`src/rtl/load_dispatch.sv`:
```
module load_dispatch #(
  parameter int AW = 32
) (
  input  logic          clk,
  input  logic          rst_n,
  input  logic          req_valid,
  input  logic [AW-1:0] req_addr,
  input  logic [1:0]    req_size,
  input  logic [1:0]    req_type,
  input  logic          req_acq,
  input  logic          req_rel,
  input  logic          req_rsv,
  input  logic          prot_en,
  input  logic          prot_fault,
  input  logic [3:0]    prot_code,
  input  logic          dev_hit,
  input  logic          ram_hit,
  output logic          dev_req,
  output logic [AW-1:0] dev_addr,
  output logic [1:0]    dev_size,
  input  logic          dev_rvalid,
  input  logic [63:0]   dev_rdata,
  output logic          ram_req,
  output logic [AW-1:0] ram_addr,
  output logic [1:0]    ram_size,
  output logic [2:0]    ram_order,
  input  logic          ram_rvalid,
  input  logic          ram_reject,
  input  logic [63:0]   ram_rdata,
  output logic          rsp_valid,
  output logic [63:0]   rsp_data,
  output logic          rsp_exc,
  output logic [3:0]    rsp_code,
  output logic          rsp_unimpl
);
  localparam logic [3:0] C_FETCH_ACC = 4'd1;
  localparam logic [3:0] C_LOAD_MIS  = 4'd4;
  localparam logic [3:0] C_LOAD_ACC  = 4'd5;
  localparam logic [3:0] C_STORE_ACC = 4'd7;

  typedef enum logic [1:0] {S_IDLE, S_DEV, S_RAM} st_t;
  st_t st;
  logic [1:0] type_q, size_q;
  logic [2:0] amask, order;

  always_comb begin
    case (req_size)
      2'd0: amask = 3'b000;
      2'd1: amask = 3'b001;
      2'd2: amask = 3'b011;
      default: amask = 3'b111;
    endcase
  end

  wire take   = req_valid && (st == S_IDLE);
  wire misal  = (req_acq | req_rsv) && |(req_addr[2:0] & amask);
  wire unimpl = req_rel & ~req_acq;
  wire pfault = prot_en & prot_fault;

  always_comb begin
    case ({req_acq, req_rel, req_rsv})
      3'b100:  order = 3'd1;
      3'b110:  order = 3'd2;
      3'b001:  order = 3'd3;
      3'b101:  order = 3'd4;
      3'b111:  order = 3'd5;
      default: order = 3'd0;
    endcase
  end

  function automatic logic [63:0] zext(input logic [63:0] d, input logic [1:0] sz);
    case (sz)
      2'd0: return {56'd0, d[7:0]};
      2'd1: return {48'd0, d[15:0]};
      2'd2: return {32'd0, d[31:0]};
      default: return d;
    endcase
  endfunction

  function automatic logic [3:0] reject_code(input logic [1:0] t);
    case (t)
      2'd0: return C_FETCH_ACC;
      2'd1: return C_LOAD_ACC;
      default: return C_STORE_ACC;
    endcase
  endfunction

  always_ff @(posedge clk) begin
    if (!rst_n) begin
      st <= S_IDLE;
      type_q <= '0;
      size_q <= '0;
      dev_req <= 1'b0;
      dev_addr <= '0;
      dev_size <= '0;
      ram_req <= 1'b0;
      ram_addr <= '0;
      ram_size <= '0;
      ram_order <= '0;
      rsp_valid <= 1'b0;
      rsp_data <= '0;
      rsp_exc <= 1'b0;
      rsp_code <= '0;
      rsp_unimpl <= 1'b0;
    end else begin
      dev_req <= 1'b0;
      ram_req <= 1'b0;
      rsp_valid <= 1'b0;
      rsp_data <= '0;
      rsp_exc <= 1'b0;
      rsp_code <= '0;
      rsp_unimpl <= 1'b0;
      case (st)
        S_IDLE: if (req_valid) begin
          type_q <= req_type;
          size_q <= req_size;
          if (misal) begin
            rsp_exc <= 1'b1;
            rsp_code <= C_LOAD_MIS;
          end else if (unimpl) begin
            rsp_unimpl <= 1'b1;
          end else if (pfault) begin
            rsp_exc <= 1'b1;
            rsp_code <= prot_code;
          end else if (dev_hit) begin
            dev_req <= 1'b1;
            dev_addr <= req_addr;
            dev_size <= req_size;
            st <= S_DEV;
          end else if (ram_hit) begin
            ram_req <= 1'b1;
            ram_addr <= req_addr;
            ram_size <= req_size;
            ram_order <= order;
            st <= S_RAM;
          end else begin
            rsp_exc <= 1'b1;
            rsp_code <= C_LOAD_ACC;
          end
        end
        S_DEV: if (dev_rvalid) begin
          rsp_valid <= 1'b1;
          rsp_data <= zext(dev_rdata, size_q);
          st <= S_IDLE;
        end
        S_RAM: if (ram_reject) begin
          rsp_exc <= 1'b1;
          rsp_code <= reject_code(type_q);
          st <= S_IDLE;
        end else if (ram_rvalid) begin
          rsp_valid <= 1'b1;
          rsp_data <= zext(ram_rdata, size_q);
          st <= S_IDLE;
        end
        default: st <= S_IDLE;
      endcase
    end
  end

  a_r1_misaligned: assert property (@(posedge clk) disable iff (!rst_n)
    take && misal |=> rsp_exc && rsp_code == C_LOAD_MIS && !dev_req && !ram_req);

  a_r2_order_range: assert property (@(posedge clk) disable iff (!rst_n)
    ram_req |-> ram_order <= 3'd5);

  a_r2_strong_reserved: assert property (@(posedge clk) disable iff (!rst_n)
    take && req_acq && req_rel && req_rsv && !misal && !pfault && !dev_hit && ram_hit
    |=> ram_req && ram_order == 3'd5);

  a_r3_unimpl_no_mem: assert property (@(posedge clk) disable iff (!rst_n)
    take && !misal && unimpl |=> rsp_unimpl && !rsp_exc && !dev_req && !ram_req);

  a_r4_prot_code: assert property (@(posedge clk) disable iff (!rst_n)
    take && !misal && !unimpl && pfault |=> rsp_exc && rsp_code == $past(prot_code));

  a_r5_one_port: assert property (@(posedge clk) disable iff (!rst_n)
    !(dev_req && ram_req));

  a_r8_one_kind: assert property (@(posedge clk) disable iff (!rst_n)
    $onehot0({rsp_valid, rsp_exc, rsp_unimpl}));

  a_r9_no_reissue: assert property (@(posedge clk) disable iff (!rst_n)
    (dev_req || ram_req) |=> !dev_req && !ram_req);
endmodule

```
`config.mk`:
```
export PLATFORM = sky130hd
export DESIGN_NAME = load_dispatch
export DESIGN_NICKNAME = d
export VERILOG_FILES = /design/src/rtl/load_dispatch.sv
export SDC_FILE = /design/constraint.sdc
export NUM_CORES = 1
export LEC_CHECK = 0
export BUFFER_PORTS_ARGS = -buffer_cell sky130_fd_sc_hd__buf_2
export CAP_MARGIN = 10
export CELL_PAD_IN_SITES_DETAIL_PLACEMENT = 0
export CELL_PAD_IN_SITES_GLOBAL_PLACEMENT = 1
export CORE_MARGIN = 2
export CORE_UTILIZATION = 31
export CTS_CLUSTER_SIZE = 28
export DETAILED_ROUTE_END_ITERATION = 7
export PLACE_DENSITY = 0.84
export SLEW_MARGIN = 20
export SYNTH_ARGS = -nofsm -noshare
export SYNTH_HDL_FRONTEND = slang
export SYNTH_SLANG_ARGS = --single-unit
```
`constraint.sdc`:
```
create_clock -name clk -period 2.1 [get_ports clk]
set_clock_uncertainty 0.1 [all_clocks]
set_input_delay 0.42 -clock clk [delete_from_list [all_inputs] [get_ports clk]]
set_output_delay 0.42 -clock clk [all_outputs]
set_load 0.01 [all_outputs]
```
==> impl_metrics.py, run 1 <==
metrics = {
    "synthesis": {
        "ys_seq_elements": 150,
        "async_reset_ff_frac": 0,
        "ys_warn_count": 0,
        "syn-instance-count": 578,
        "synthTopCellsByArea": "dfxtp_1, mux2i_1, a22oi_1",
        "synth_cell_types": 38,
        "synth_edf_count": 0,
        "yosys-top-cells-count": "dfxtp_1, nand2_1, mux2i_1, nor2_1, a22oi_1",
        "synth_ff_type": "dfxtp_1",
        "synth_most_common_cell": "dfxtp_1",
        "syn_nets": 762,
        "yosysTopAreaCellShare": 0.536,
        "syn_area_per_cell_um2": 9.69,
        "ys_seq_area_frac": 0.536,
        "yosysTopAreaCell": "dfxtp_1",
        "syn_area_mm2": 0.00560,
    },
    "grt": {
        "grt_pass1_wl_um": 26300,
        "grt_pass1_vias": 4879,
        "grt_usage": 0.172,
        "grt_overflow_total": 0,
        "grt_max_degree": 66,
        "antenna_found_initial": 1,
    },
    "run_status": {
        "status": "finished clean",
    },
    "clocking": {
        "cts_hold_buf": 0,
        "tritoncts": "built",
        "clkTransAtPathRegs_ps": 60,
        "numCtsBuffers": 17,
        "cts.sinks": 150,
        "cts_max_level": 4,
        "clockRootBuffer": "clkbuf_16",
        "clk_path_buf_depth": 2,
        "clk_latency_ps": 400,
    },
    "timing": {
        "rsz0062_at_grt": "no",
        "min_period_over_period": 0.897,
        "relSlewSlack": 0.397,
        "finalMaxSlewViolations": 0,
        "final-setup-viol-count": 0,
        "timing.fmax_ghz": 0.531,
        "worst_hold_slack_ps": 146,
        "final-hold-violation-count": 0,
        "tightest_slew_ps": 900,
        "post-route-min-period_ps": 1880,
        "fin_setup_tns_ps": 0,
    },
    "cells_and_area": {
        "diodes": 0,
        "seq_area_mm2": 0.00300,
        "finalNetCount": 1081,
        "area_growth_pct": 42.8,
        "final_util": 0.448,
        "drive_gt1_frac": 0.417,
        "fill_cells": 1788,
        "multiInputGateArea_mm2": 0.00231,
        "finalNonFillerCells": 1137,
    },
    "floorplanning": {
        "core-area_mm2": 0.0178,
        "rows": 49,
        "pin_count": 325,
        "die_w_um": 138,
        "fp.dieH_um": 138,
        "start_util": 0.314,
        "die-area_mm2": 0.0192,
    },
    "setup_path": {
        "arrival_ps": 2110,
        "start_kind": "flip-flop",
        "critPathSlowestCell": "dfxtp_1",
        "slowest_delay_ps": 330,
        "path_cells": "inv_1 > ha_1 > and2_1 > o31ai_1 > nor3_4 > buf_4 > buf_12 > mux2i_1",
        "worstPathRequired_ps": 2330,
        "critPathKind": "flip-flop to flip-flop",
        "crit_fanout": 13,
        "cp-end-kind": "flip-flop",
    },
    "routing": {
        "via_count": 5239,
        "drc": 0,
        "drt-initial-drc-count": 213,
        "viasPerCell": 4.61,
        "wl_per_cell_um": 15.1,
        "postRouteWirelength_um": 17200,
        "ant_nets": 0,
        "first_pass_iters": 4,
    },
    "power_and_ir_drop": {
        "ir_drop_mv": 0.625,
        "report.power.total_mw": 6.30,
        "power.switching_mw": 1.47,
        "p_per_area_mw_per_mm2": 788,
        "p_int_mw": 4.83,
        "power_frac_comb": 0.083,
        "pwr-share-seq": 0.463,
        "sw_frac_of_total": 0.233,
        "p_leak_nw": 3.85,
        "pwr-share-clk": 0.454,
    },
    "placement": {
        "placed_cells": 1104,
        "hpwl_um": 12800,
        "gp_congestion": 0.808,
        "portBuffers": 324,
    },
    "worst_hold_path": {
        "hp-class": "input pin to flip-flop",
    },
    "run": {
        "drv_cap": 0,
    },
}
==> kinds of logic after synthesis <==
logic type	Yosys count	synth area share
compound gates	87	0.112
xor+xnor	1	0.00156
fa+ha+maj	3	0.00670
buf+inv	47	0.0549
flops	150	0.536
mux	73	0.130
simple gates	217	0.159
==> registers in the layout, summed over array words and instances (netlist names), 2 cells and up <==
name       flops
dev_addr      32
dev_size       2
ram_addr      32
ram_order      3
ram_size       2
rsp_code       4
rsp_data      64
size_q         2
st             2
type_q         2
==> path summary, 6_finish.rpt <==
check / start / to / slack, ps / depth (start not counted)
setup / recovery: st[0] / ram_addr[30] / 220 / 8
hold / removal: prot_code[3] / rsp_code[3] / 150 / 2
setup reg to reg: st[0] / ram_addr[30] / 220 / 8
hold reg to reg: ram_addr[15] / ram_addr[15] / 350 / 2
==> metal layers <==
| layer | up-vias | GRT usage | part of all wire |
|---|---|---|---|
| li1 | 2610 | - | - |
| met1 | 2456 | 0.211 | 0.42 |
| met2 | 146 | 0.290 | 0.50 |
| met3 | 27 | 0.0478 | 0.055 |
| met4 | 0 | 0.0623 | 0.023 |
| met5 | - | 0 | 0 |
==> area by class of cell <==
type | count | share of cell area
clock buffers | 20 | 0.0571
clock inverters | 10 | 0.0125
inverters | 6 | 0.00282
multi-input cells | 381 | 0.288
flip-flops and latches | 150 | 0.375
well taps | 229 | 0.0358
repair buffers | 341 | 0.228
==> stage by stage <==
stage | setup slack, ps | area [um2]
6_report | 216 | 8000
5_1_grt | 34.6 | 8000
4_1_cts | 114 | 7960
3_5_place_dp | 53.7 | 7400
3_3_place_gp | 134 | 7400
2_1_floorplan | 324 | 5600
==> cell usage in the layout (no fill, tap or decap), types with 2 or more instances in the layout <==
master and instances:
a21oi_1 8, a22oi_1 64, and3_1 2, buf_12 4
buf_2 323, buf_4 12, clkbuf_16 18, clkbuf_8 2
clkinv_4 2, clkinvlp_4 4, dfxtp_1 150, ha_1 3
inv_1 6, inv_6 2, mux2i_1 73, nand2_1 121
nand2b_1 3, nand3_1 8, nor2_1 68, nor3_1 2
o211ai_1 4, o21ai_0 5
==> power groups by stage <==
stage | registers (mW) | clock network (mW) | logic, mW
6_report | 2.92 | 2.86 | 0.526
5_1_grt | 2.92 | 3.06 | 0.580
4_1_cts | 2.92 | 2.94 | 0.528
3_5_place_dp | 2.98 | 0 | 0.526
3_3_place_gp | 2.98 | 0 | 0.524
2_1_floorplan | 3.00 | 0 | 0.235
==> worst max-delay path, delay by kind of cell, from the launching register on <==
| family | cells | cell delay, ps |
|---|---|---|
| compound gates | 1 | 170 |
| flops | 1 | 330 |
| fa+ha+maj | 1 | 170 |
| simple gates | 2 | 410 |
| buf+inv | 3 | 420 |
| mux | 1 | 200 |
==> timing repair <==
| action | in CTS | in global routing |
|---|---|---|
| endpoints found under the hold margin | 0 | 0 |
| endpoints found under the setup margin | 0 | 11 |
| setup buffers | 0 | 2 |
| gates resized for setup | 0 | 1 |
Note: power is estimated with default switching activity, not from simulation.
==> run 2: changes to the inputs <==
--- a/config.mk
+++ b/config.mk
@@ -13,7 +13,7 @@
 export CORE_UTILIZATION = 31
 export CTS_CLUSTER_SIZE = 28
 export DETAILED_ROUTE_END_ITERATION = 7
-export PLACE_DENSITY = 0.84
+export PLACE_DENSITY_LB_ADDON = 0.3
 export SLEW_MARGIN = 20
 export SYNTH_ARGS = -nofsm -noshare
 export SYNTH_HDL_FRONTEND = slang
==> run 2 against run 1 <==
  * Flip-flop and latch count unchanged
  * Worst setup slack improved by 26 ps
  * First-iteration DRC count decreased by 18%
  * Register-to-register slack better by 30 ps
  * Wire length rose by 2.1%
==> impl_metrics.py, run 2 (synthesis gave the netlist of run 1 again) <==
metrics = {
    "setup_path": {
        "cp-end-kind": "flip-flop",
        "critPathKind": "flip-flop to flip-flop",
        "arrival_ps": 2060,
        "crit_fanout": 5,
        "critPathBufInv": 1,
        "slowest_delay_ps": 510,
        "start_kind": "flip-flop",
        "critPathSlowestCell": "or4_4",
        "path_cells": "inv_1 > ha_1 > nand2b_1 > o22ai_1 > or4_4 > mux2i_1",
        "worstPathRequired_ps": 2300,
        "crit_family": "simple AND/OR/NAND/NOR gates",
    },
    "timing": {
        "final-setup-viol-count": 0,
        "min_period_over_period": 0.885,
        "post-route-min-period_ps": 1860,
        "fin_setup_tns_ps": 0,
        "rsz0062_at_grt": "no",
        "finalMaxSlewViolations": 0,
        "timing.fmax_ghz": 0.538,
        "final-hold-violation-count": 0,
        "tightest_slew_ps": 759,
        "relSlewSlack": 0.492,
    },
    "floorplanning": {
        "fp.dieH_um": 138,
        "rows": 49,
        "start_util": 0.314,
        "pin_count": 325,
        "die-area_mm2": 0.0192,
        "die_w_um": 138,
        "core-area_mm2": 0.0178,
    },
    "routing": {
        "viasPerCell": 4.53,
        "drt-initial-drc-count": 174,
        "drc": 0,
        "postRouteWirelength_um": 17500,
        "ant_nets": 0,
        "first_pass_iters": 4,
        "wl_per_cell_um": 15.4,
        "via_count": 5175,
    },
    "grt": {
        "grt_pass1_wl_um": 27100,
        "antenna_found_initial": 1,
        "grt_max_degree": 42,
        "grt_pass1_vias": 4901,
        "grt_overflow_total": 0,
        "grt_usage": 0.179,
    },
    "power_and_ir_drop": {
        "ir_drop_mv": 0.530,
        "p_leak_nw": 3.94,
        "p_per_area_mw_per_mm2": 855,
        "report.power.total_mw": 7.01,
    },
    "run": {
        "drv_cap": 0,
    },
    "worst_hold_path": {
        "hp-class": "input pin to flip-flop",
    },
    "clocking": {
        "clockRootBuffer": "clkbuf_16",
        "cts_max_level": 4,
        "cts_setup_buffers": 0,
        "numCtsBuffers": 17,
        "cts.repair.resized": 0,
        "cts_hold_buf": 0,
        "cts.sinks": 150,
        "clk_latency_ps": 410,
        "tritoncts": "built",
        "clk_path_buf_depth": 2,
        "clkTransAtPathRegs_ps": 60,
    },
    "cells_and_area": {
        "finalNetCount": 1083,
        "top_regs": "rsp_data x64, dev_addr x32, ram_addr x32",
        "drive_gt1_frac": 0.421,
        "largest_register_ffs": 64,
        "layout_commonest_cell": "buf_2",
        "mostFrequentLayoutCells": "buf_2, dfxtp_1, nand2_1, mux2i_1, nor2_1",
        "top_register": "rsp_data",
        "area_growth_pct": 46.2,
        "fill_cells": 1754,
    },
    "placement": {
        "portBuffers": 324,
        "hpwl_um": 13200,
        "gp_congestion": 0.860,
    },
    "run_status": {
        "status": "finished clean",
    },
}
run 2: path summary, 6_finish.rpt:
path                            slack (ps)  cells past startpoint           end     startpoint
worst max-delay path                   240                      6         st[1]          st[0]
worst min-delay path                   140                      3  rsp_data[60]  ram_rdata[60]
worst max register to register         240                      6         st[1]          st[0]
worst min register to register         350                      2  ram_addr[13]   ram_addr[13]
run 2: layer usage:
metal  track usage  vias up  wire length, um
met2         0.284      159             8420
met3        0.0471       25              912
met1         0.233     2372             7870
li1              -     2619                -
met5             0        -                0
met4        0.0730        0              326
run 2: worst reg2reg max path: cells and delay by family, from the launching register on:
kind	cells	cell delay [ps]
compound gates	1	130
buf+inv	1	70
flops	1	350
mux	1	140
fa+ha+maj	1	270
simple gates	2	700
run 2: final cells by class:
class | count | area (um2) | share of cell area
sequential | 150 | 3000 | 0.367
multi-input combinational | 381 | 2320 | 0.283
timing repair buffer | 343 | 1870 | 0.228
clock buffer | 19 | 453 | 0.0553
tap | 229 | 287 | 0.0350
clock inverter | 13 | 240 | 0.0293
inverter | 6 | 22.5 | 0.00275
antenna | 1 | 2.50 | 0.000306
run 2: through the flow:
| stage | instances | worst slack (ps) | cell area [um2] | util | hold WS, ps |
|---|---|---|---|---|---|
| 2_1_floorplan | 578 | 324 | 5600 | - | 336 |
| 3_3_place_gp | 1109 | 138 | 7490 | 0.420 | 338 |
| 3_5_place_dp | 1109 | 106 | 7490 | 0.420 | 345 |
| 4_1_cts | 1141 | 231 | 8190 | 0.459 | 114 |
| 5_1_grt | 1142 | 64.2 | 8190 | 0.459 | 122 |
| 6_report | 1142 | 242 | 8190 | 0.459 | 137 |
run 2: report_power, final:
part | internal [mW] | switching [mW] | leakage (nW)
Combinational | 0.259 | 0.274 | 2.40
Sequential | 2.89 | 0.0231 | 1.21
Clock | 2.31 | 1.24 | 0.328
